File: config.mk
export PLATFORM = sky130hd
export DESIGN_NAME = cp_dispatch
export DESIGN_NICKNAME = d
export VERILOG_FILES = /design/src/rtl/cp_dispatch_pkg.sv /design/src/rtl/cp_classify.sv /design/src/rtl/cp_prim_check.sv /design/src/rtl/cp_dispatch.sv
export SDC_FILE = /design/constraint.sdc
export NUM_CORES = 1
export LEC_CHECK = 0
export BUFFER_PORTS_ARGS = -buffer_cell sky130_fd_sc_hd__buf_4
export CORE_ASPECT_RATIO = 0.75
export CORE_UTILIZATION = 48
export DETAILED_ROUTE_END_ITERATION = 12
export PLACE_DENSITY = 0.76
export SLEW_MARGIN = 20
export SYNTH_ARGS = -nofsm -noshare
export SYNTH_HDL_FRONTEND = slang
export SYNTH_SLANG_ARGS = --single-unit
File: constraint.sdc
create_clock -name clk_i -period 2.7 [get_ports clk_i]
set_clock_uncertainty 0.05 [all_clocks]
set_input_delay 0.81 -clock clk_i [delete_from_list [all_inputs] [get_ports clk_i]]
set_output_delay 0.81 -clock clk_i [all_outputs]
set_load 0.01 [all_outputs]
File: src/rtl/cp_dispatch_pkg.sv
package cp_dispatch_pkg;
  localparam int OP_W = 16;
  localparam int DATA_W = 16;
  localparam int SEL_W = 2;
  localparam int EA_CLASSES = 12;
  localparam int FORMS = 8;

  typedef enum logic [2:0] {
    S_IDLE, S_CLASSIFY, S_WRITE_CMD, S_WAIT_RESP, S_CHECK_PRIM, S_ABORT_WRITE, S_TRAP
  } cp_state_e;

  localparam logic [SEL_W-1:0] SEL_CMD  = 2'd0;
  localparam logic [SEL_W-1:0] SEL_CTRL = 2'd1;
  localparam logic [SEL_W-1:0] SEL_RESP = 2'd2;

  localparam logic [1:0] CAUSE_NONE   = 2'd0;
  localparam logic [1:0] CAUSE_PRE    = 2'd1;
  localparam logic [1:0] CAUSE_ABSENT = 2'd2;
  localparam logic [1:0] CAUSE_ABORT  = 2'd3;

  localparam logic [2:0] PRIM_DONE = 3'd0;
  localparam logic [2:0] PRIM_BUSY = 3'd1;
  localparam logic [2:0] PRIM_EVAL = 3'd2;
  localparam logic [2:0] PRIM_XREG = 3'd3;

  // EA class bit: 0 Dn,1 An,2 (An),3 (An)+,4 -(An),5 d16,6 idx,7 abs.W,8 abs.L,9 PC-d16,10 PC-idx,11 imm
  localparam logic [EA_CLASSES-1:0] MASK_ANY     = 12'hFFF;
  localparam logic [EA_CLASSES-1:0] MASK_SAVE    = 12'h1F4;
  localparam logic [EA_CLASSES-1:0] MASK_RESTORE = 12'h7EC;
endpackage

File: src/rtl/cp_classify.sv
module cp_classify
  import cp_dispatch_pkg::*;
(
  input  logic [3:0] group_i,
  input  logic [8:0] low_i,
  output logic       legal_o,
  output logic       is_branch_o,
  output logic       ea_mem_o,
  output logic       ea_reg_o
);
  logic [2:0] form, mode, rsel;
  logic       ea_ok;
  logic [3:0] ea_idx;
  logic [EA_CLASSES-1:0] form_mask [FORMS];

  assign form = low_i[8:6];
  assign mode = low_i[5:3];
  assign rsel = low_i[2:0];

  for (genvar f = 0; f < FORMS; f++) begin : g_mask
    if (f == 4)      begin : g_save assign form_mask[f] = MASK_SAVE;    end
    else if (f == 5) begin : g_rest assign form_mask[f] = MASK_RESTORE; end
    else if (f < 4)  begin : g_any  assign form_mask[f] = MASK_ANY;     end
    else             begin : g_none assign form_mask[f] = '0;           end
  end

  assign ea_ok       = (mode != 3'd7) || (rsel <= 3'd4);
  assign ea_idx      = !ea_ok ? 4'd0 : (mode != 3'd7) ? {1'b0, mode} : 4'd7 + {1'b0, rsel};
  assign is_branch_o = (form == 3'd2) || (form == 3'd3);
  assign ea_mem_o    = ea_ok && (mode >= 3'd2);
  assign ea_reg_o    = (mode <= 3'd1);
  assign legal_o     = (group_i == 4'hF) &&
                       (is_branch_o || (ea_ok && form_mask[form][ea_idx]));
endmodule

File: src/rtl/cp_prim_check.sv
module cp_prim_check
  import cp_dispatch_pkg::*;
(
  input  logic [DATA_W-1:0] prim_i,
  input  logic              is_branch_i,
  input  logic              ea_mem_i,
  input  logic              ea_reg_i,
  output logic              done_o,
  output logic              again_o,
  output logic              bad_o
);
  logic [2:0] ptype;
  logic       rsvd_clear;

  assign ptype      = prim_i[DATA_W-1 -: 3];
  assign rsvd_clear = (prim_i[DATA_W-4:0] == '0);

  always_comb begin
    done_o  = 1'b0;
    again_o = 1'b0;
    bad_o   = 1'b0;
    if (!rsvd_clear) bad_o = 1'b1;
    else begin
      case (ptype)
        PRIM_DONE: done_o  = 1'b1;
        PRIM_BUSY: again_o = 1'b1;
        PRIM_EVAL: if (!is_branch_i && ea_mem_i) again_o = 1'b1; else bad_o = 1'b1;
        PRIM_XREG: if (!is_branch_i && ea_reg_i) again_o = 1'b1; else bad_o = 1'b1;
        default:   bad_o = 1'b1;
      endcase
    end
  end
endmodule

File: src/rtl/cp_dispatch.sv
module cp_dispatch
  import cp_dispatch_pkg::*;
#(
  parameter int                PC_W       = 32,
  parameter logic [DATA_W-1:0] ABORT_MASK = 16'h0001,
  parameter int                VEC_W      = 8,
  parameter logic [VEC_W-1:0]  TRAP_VEC   = 8'd11,
  parameter int                FMT_W      = 4,
  parameter logic [FMT_W-1:0]  TRAP_FMT   = 4'd0
) (
  input  logic              clk_i,
  input  logic              rst_ni,
  input  logic              op_valid_i,
  output logic              op_ready_o,
  input  logic [OP_W-1:0]   opcode_i,
  input  logic [PC_W-1:0]   op_pc_i,
  output logic              bus_req_o,
  output logic              bus_we_o,
  output logic [SEL_W-1:0]  bus_sel_o,
  output logic [DATA_W-1:0] bus_wdata_o,
  input  logic              bus_ready_i,
  input  logic              bus_err_i,
  input  logic [DATA_W-1:0] bus_rdata_i,
  output logic              done_o,
  output logic              trap_o,
  input  logic              trap_ack_i,
  output logic [VEC_W-1:0]  trap_vec_o,
  output logic [FMT_W-1:0]  trap_fmt_o,
  output logic [PC_W-1:0]   trap_pc_o,
  output logic [1:0]        trap_cause_o
);
  cp_state_e         state_q, state_d;
  logic [OP_W-1:0]   op_q;
  logic [PC_W-1:0]   pc_q;
  logic [DATA_W-1:0] prim_q;
  logic [1:0]        cause_q, cause_d;
  logic              legal, is_branch, ea_mem, ea_reg;
  logic              p_done, p_again, p_bad;
  logic              bus_end;

  cp_classify u_classify (
    .group_i    (op_q[15:12]),
    .low_i      (op_q[8:0]),
    .legal_o    (legal),
    .is_branch_o(is_branch),
    .ea_mem_o   (ea_mem),
    .ea_reg_o   (ea_reg)
  );

  cp_prim_check u_prim (
    .prim_i     (prim_q),
    .is_branch_i(is_branch),
    .ea_mem_i   (ea_mem),
    .ea_reg_i   (ea_reg),
    .done_o     (p_done),
    .again_o    (p_again),
    .bad_o      (p_bad)
  );

  assign bus_end = bus_ready_i || bus_err_i;

  always_comb begin
    state_d = state_q;
    cause_d = cause_q;
    unique case (state_q)
      S_IDLE:       if (op_valid_i) state_d = S_CLASSIFY;
      S_CLASSIFY:   if (legal) state_d = S_WRITE_CMD;
                    else begin state_d = S_TRAP; cause_d = CAUSE_PRE; end
      S_WRITE_CMD:  if (bus_err_i) begin state_d = S_TRAP; cause_d = CAUSE_ABSENT; end
                    else if (bus_ready_i) state_d = S_WAIT_RESP;
      S_WAIT_RESP:  if (bus_err_i) state_d = S_ABORT_WRITE;
                    else if (bus_ready_i) state_d = S_CHECK_PRIM;
      S_CHECK_PRIM: if (p_bad) state_d = S_ABORT_WRITE;
                    else if (p_again) state_d = S_WAIT_RESP;
                    else if (p_done) state_d = S_IDLE;
      S_ABORT_WRITE: if (bus_end) begin state_d = S_TRAP; cause_d = CAUSE_ABORT; end
      S_TRAP:       if (trap_ack_i) state_d = S_IDLE;
      default:      state_d = S_IDLE;
    endcase
  end

  always_ff @(posedge clk_i or negedge rst_ni) begin
    if (!rst_ni) begin
      state_q <= S_IDLE;
      cause_q <= CAUSE_NONE;
      op_q    <= '0;
      pc_q    <= '0;
      prim_q  <= '0;
    end else begin
      state_q <= state_d;
      cause_q <= cause_d;
      if (state_q == S_IDLE && op_valid_i) begin
        op_q <= opcode_i;
        pc_q <= op_pc_i;
      end
      if (state_q == S_WAIT_RESP && bus_ready_i && !bus_err_i) prim_q <= bus_rdata_i;
    end
  end

  assign op_ready_o   = (state_q == S_IDLE);
  assign bus_req_o    = (state_q == S_WRITE_CMD) || (state_q == S_WAIT_RESP) ||
                        (state_q == S_ABORT_WRITE);
  assign bus_we_o     = (state_q == S_WRITE_CMD) || (state_q == S_ABORT_WRITE);
  assign bus_sel_o    = (state_q == S_WAIT_RESP)   ? SEL_RESP :
                        (state_q == S_ABORT_WRITE) ? SEL_CTRL : SEL_CMD;
  assign bus_wdata_o  = (state_q == S_ABORT_WRITE) ? ABORT_MASK : op_q;
  assign done_o       = (state_q == S_CHECK_PRIM) && p_done && !p_bad;
  assign trap_o       = (state_q == S_TRAP);
  assign trap_vec_o   = TRAP_VEC;
  assign trap_fmt_o   = TRAP_FMT;
  assign trap_pc_o    = pc_q;
  assign trap_cause_o = cause_q;
endmodule

# [After elaboration in Yosys (flattened, before gate mapping)]
# Memory sizes are Yosys's and may differ from the RTL's.
# Cells that the tools add are included.
[word_totals] ff_bits=69 rom_bits=96 out_inout_bits=69 elab_cells=96 mem_count=1
[mem_list] memory="(name not given)" words=8 word_bits=12 rd=1 rd_ports_with_merged_regs=0 wr=0 line_no="cp_classify.sv:33" rtl="(is_branch_o || (ea_ok && form_mask[form][ea_idx]));"
[classes] add_sub_neg=1 order_cmp=5 n_eq_ne=21 muxes=35 bitwise_logic=1 reduce_logical=27
[ops] cell="$mux W3" n=11
[ops] cell="$mux W12" n=2
[ops] cell="$pmux W3 S7" n=1
[ops] cell="$eq A3 B2 Y1 const B" n=6
[ops] cell="$mux W16" n=1
[ops] cell="$logic_not A13 Y1" n=1
[ops] cell="$logic_and A1 B1 Y1" n=10
[ops] cell="$mux W1" n=10
[ops] cell="$eq A3 B3 Y1 const B" n=3
[ops] cell="$ne A3 B3 Y1 const B" n=3
[ops] cell="$mux W2" n=4
[ops] cell="$mux W4" n=2
[ops] cell="$ne A2 B2 Y1 const B" n=4
[ops] cell="$logic_or A1 B1 Y1" n=7
[ops] cell="$eq A3 B1 Y1 const B" n=2
[ops] cell="$logic_not A3 Y1" n=2
[ops] cell="$pmux W1 S3" n=2
[ops] cell="$pmux W2 S3" n=1
[ops] cell="$reduce_and A6 Y1" n=1
[ops] cell="$lt A4 B5 Y1 const B" n=1
[ops] cell="$add A3 B3 Y4 const A" n=1
[ops] cell="$bmux W1 S4" n=1
[ops] cell="$eq A4 B4 Y1 const B" n=1
[ops] cell="$ge A4 B4 Y1 const B" n=1
[ops] cell="other kinds (10)" n=12

# [Logic depth before layout (Yosys ltp)]
[depth] ltp_word=11 depth_mapped=9 depth_no_buf=9

# [Modules after synthesis]
# A second synthesis with hierarchy kept.
[hier_totals] hier_cells=263 hier_area_um2=3310.7
[by_module_without_submodules] mod="cp_dispatch" n_inst=1 cells_per_inst=217 area_each_um2=3011.6 seq_area_each_um2=1726.7
[by_module_without_submodules] mod="cp_classify" n_inst=1 cells_per_inst=31 area_each_um2=188.9 seq_area_each_um2=0.0
[by_module_without_submodules] mod="cp_prim_check" n_inst=1 cells_per_inst=15 area_each_um2=110.1 seq_area_each_um2=0.0

# [Least setup slack after synthesis]
# Ideal clock, no wire load.
[synth_path] kind="reg2out" start="register op_q[0]" end="output done_o" arrival_time_ns=1.766 required_time_ns=1.840 setup_slack_ns=0.074 stages_incl_launch_ff=9 cell_sequence="dfrtp_1 > inv_1 > ha_1 > inv_1 > ha_1 > a2111oi_4 > a2111oi_1 > nor4_2 > and4_1"
[synth_via] elab_chain_cells=9
[synth_rtl] element="start, declared" line_no="cp_dispatch.sv:33" rtl="logic [OP_W-1:0] op_q;"
[synth_rtl] element="start signal, assigned" line_no="cp_dispatch.sv:93" rtl="op_q <= opcode_i;"
[synth_rtl] element="$le A3 B3 Y1" line_no="cp_classify.sv:27" rtl="assign ea_ok = (mode != 3'd7) || (rsel <= 3'd4);"
[synth_rtl] element="$logic_or A1 B1 Y1" line_no="cp_classify.sv:27"
[synth_rtl] element="$logic_and A1 B1 Y1" line_no="cp_classify.sv:30" rtl="assign ea_mem_o = ea_ok && (mode >= 3'd2);"
[synth_rtl] element="$logic_and A1 B1 Y1" line_no="cp_prim_check.sv:27" rtl="PRIM_EVAL: if (!is_branch_i && ea_mem_i) again_o = 1'b1; else bad_o = 1'b1;"
[synth_rtl] element="$mux W1" line_no="cp_prim_check.sv:27"
[synth_rtl] element="$pmux W1 S3" line_no="cp_prim_check.sv:24" rtl="case (ptype)"
[synth_rtl] element="$mux W1" line_no="cp_prim_check.sv:22" rtl="if (!rsvd_clear) bad_o = 1'b1;"
[synth_rtl] element="$logic_not A1 Y1" line_no="cp_dispatch.sv:107" rtl="assign done_o = (state_q == S_CHECK_PRIM) && p_done && !p_bad;"
[synth_rtl] element="$logic_and A1 B1 Y1" line_no="cp_dispatch.sv:107"
[synth_rtl] element="end, declared" line_no="cp_dispatch.sv:24" rtl="output logic done_o,"
# No other way between the ends.

# [Worst setup path after layout]
# Ends and elaborated chain as after synthesis.

==> qor.csv <==
metric,value,unit
status,finished with violations,
failing checks,setup timing,
Detail Route Antenna Nets,0,
Slew Limit Fails,0,
sequential share of the synthesized area,52.9,%
"CP delay by family, top",simple AND/OR/NAND/NOR gates,
crit path launch type,register,
Port Buf Inserts,126,
core area,6440,um2
GRT Total Usage,20.8,%
leak pwr,2.21,nW
worst-path cell chain,"inv_2, ha_4, inv_2, ha_4, a2111oi_4, a2111oi_2, nor4_2, and4_1, buf_6",
area delta synth->final,41.3,%
routed wire length,7130,um
"CTS clk-pin slew, worst paths",70,ps
HP Class,register to register,
Critical Path Sink,done_o,
initial antenna violation count,0,
Syn Inst Count,269,
DRT Pass-1 Iters,4,
ys async rst share,100,%
setup TNS,-330,ps
"Core Util, Final",71.6,%
peak supply drop,0.000654,V
Main synth FF type,dfrtp_1,
diode count,0,
worst setup path class,register to output pin,
Final Hold Fails,0,
Rel. slew slack,43.0,%
vias per cell,5.00,
Avg Inst Size Synth,12.1,um2
Initial Utilization,50.7,%
vias after detailed routing,2515,
r2r setup slk,660,ps
Setup crit end kind,output pin,
first-pass GRT wire length,11600,um
Worst Path Required,1840,ps
Critical Path Source,op_q[0],
clock sinks,69,
warning count from the yosys run,0,
Setup WS post-layout,-330,ps
"Min Clock Period, post-route",3030,ps
htree depth,3,
WP depth,9,
Die Area,7140,um2
Post-CTS Hold Fix Bufs,0,
dpl hpwl,5140,um
number of buffers created by CTS,9,
number of nets in the layout,489,
Crit Path Max Fanout,2,
die width,97.2,um
crit share post-route,112,%
Clock Tree Root,clkbuf_8,
FF-to-FF End,state_q[2],
Ports,139,
clk buf depth,2,
PD cells,1170,nW/um2
largest net degree at the start of global routing,70,
vias in the first global route,2564,
reg2reg start,op_q[0],
wire per inst,14.2,um
CP bufs+invs,3,
row count,25,
Worst-Skew Late Latency,330,ps
Reg2Reg Depth,11,
grt total ovfl,0,
Post-synth EDFFs,0,
layout cell share with drive strength beyond 1,56.6,%
Die Y,73.4,um
# DRC,0,
final setup fails,1,
Critical-path top delay cell,dfrtp_1,
"flops & latches, synth",69,
worst-margin pin slew,855,ps
DR iter-0 viols,67,
achievable frequency,330,MHz
GPL Wtd Cong,0.770,
max_cap viols,0,
RSZ-0062 raised after global routing,true,
Cell variety after synth,45,
Synth Cell Area,3260,um2
TritonCTS clock tree,built,
CP Data Arrival Time,2170,ps
CP max stage delay,400,ps
[Yosys cell counts, types with 3 or more instances]
cell / number / area share [%]
buf_4: 13 / 3.0
nor4_1: 3 / 0.57
nor2_1: 12 / 1.4
buf_2: 5 / 0.77
nor3_1: 4 / 0.61
dfrtp_1: 69 / 53
clkbuf_1: 6 / 0.69
mux2_2: 60 / 21
o21ai_0: 16 / 2.5
nand2_1: 15 / 1.7
and2_1: 16 / 3.1
inv_1: 10 / 1.1
[cell usage in the layout (no fill, tap or decap), types with 2 or more instances in the layout]
cell type,n
buf_4,150
dfrtp_1,69
mux2_2,60
o21ai_0,16
and2_1,15
nand2_1,15
nor2_1,12
conb_1,12
clkbuf_8,11
inv_1,7
nor3_1,4
inv_2,3
nor4_1,3
clkinv_2,3
nand4_1,2
nand2b_1,2
a21oi_1,2
o31ai_1,2
o211ai_1,2
ha_4,2
[worst min-delay path by stage]
stage / from / end / slack (ps) / cells past startpoint
3_5_place_dp: op_q[9] / op_q[9] / 440 / 1
2_1_floorplan: op_q[10] / op_q[10] / 420 / 1
5_1_grt: op_q[10] / op_q[10] / 470 / 1
4_1_cts: op_q[9] / op_q[9] / 450 / 1
3_3_place_gp: op_q[10] / op_q[10] / 430 / 1
6_report: op_q[9] / op_q[9] / 450 / 1
[power by group]
part	internal (W)	switching [W]	total (W)
combinational	0.00159	0.00116	0.00275
clock	0.000379	0.000375	0.000754
sequential	0.00156	0.000343	0.00191
total	0.00353	0.00188	0.00541
[final cells by class]
class | instances | area [um2]
multi-input cells | 175 | 1410
clock buffers | 12 | 155
well taps | 81 | 101
clock inverters | 4 | 22.5
fillers | 490 | 1830
inverters | 10 | 37.5
repair buffers | 152 | 1160
flip-flops and latches | 69 | 1730
[logic make-up (layout without fill, tap and decap cells)]
group	count (synthesis)	in the layout	synth area share, %
simple gates	66	66	11.8
fa+ha+maj	2	2	0.766
flops	69	69	52.9
compound gates	34	34	7.40
buf+inv	35	178	5.94
mux	61	61	21.0
other cells	2	12	0.230
[metal layers]
metal / track usage (%) / wire, um / vias up / share of wire [%]
met5: 0 / 0 / - / 0
met2: 33.2 / 3280 / 99 / 46
met4: 7.52 / 74 / 0 / 1.0
met3: 9.61 / 666 / 6 / 9.3
li1: - / - / 1222 / -
met1: 25.1 / 3110 / 1188 / 44
[through the flow]
stage          cell area (um2)  power, W  hold slack [ps]  instances  worst slack, ps
6_report                  4610   0.00541              447        503             -330
5_1_grt                   4610   0.00578              467        503             -475
3_5_place_dp              4350   0.00457              437        480            -89.8
2_1_floorplan             3300   0.00335              422        279             74.1
4_1_cts                   4610   0.00546              452        502             -441
3_3_place_gp              4350   0.00450              430        480            -36.8
[flip-flops by register name, indices dropped and copies added, names as in the netlist]
| name | count |
|---|---|
| trap_cause_o | 2 |
| state_q | 3 |
| trap_pc_o | 32 |
| op_q | 16 |
| prim_q | 16 |
[worst register-to-register path, cell delays in order, from the launching register on]
cell       delay, ps
dfrtp_1          400
inv_2             90
ha_4             130
inv_2             40
ha_4             160
a2111oi_4        340
a2111oi_2         70
nor4_2           250
buf_4            150
buf_4             90
buf_4             90
o211ai_1          80
[timing repair]
| action | CTS | global route |
|---|---|---|
| pin swaps | 4 | 3 |
| resized for setup | 9 | 0 |
| setup buffers | 6 | 1 |
| setup endpoints to repair | 1 | 1 |
No activity file was read; power rests on OpenSTA's default activity.
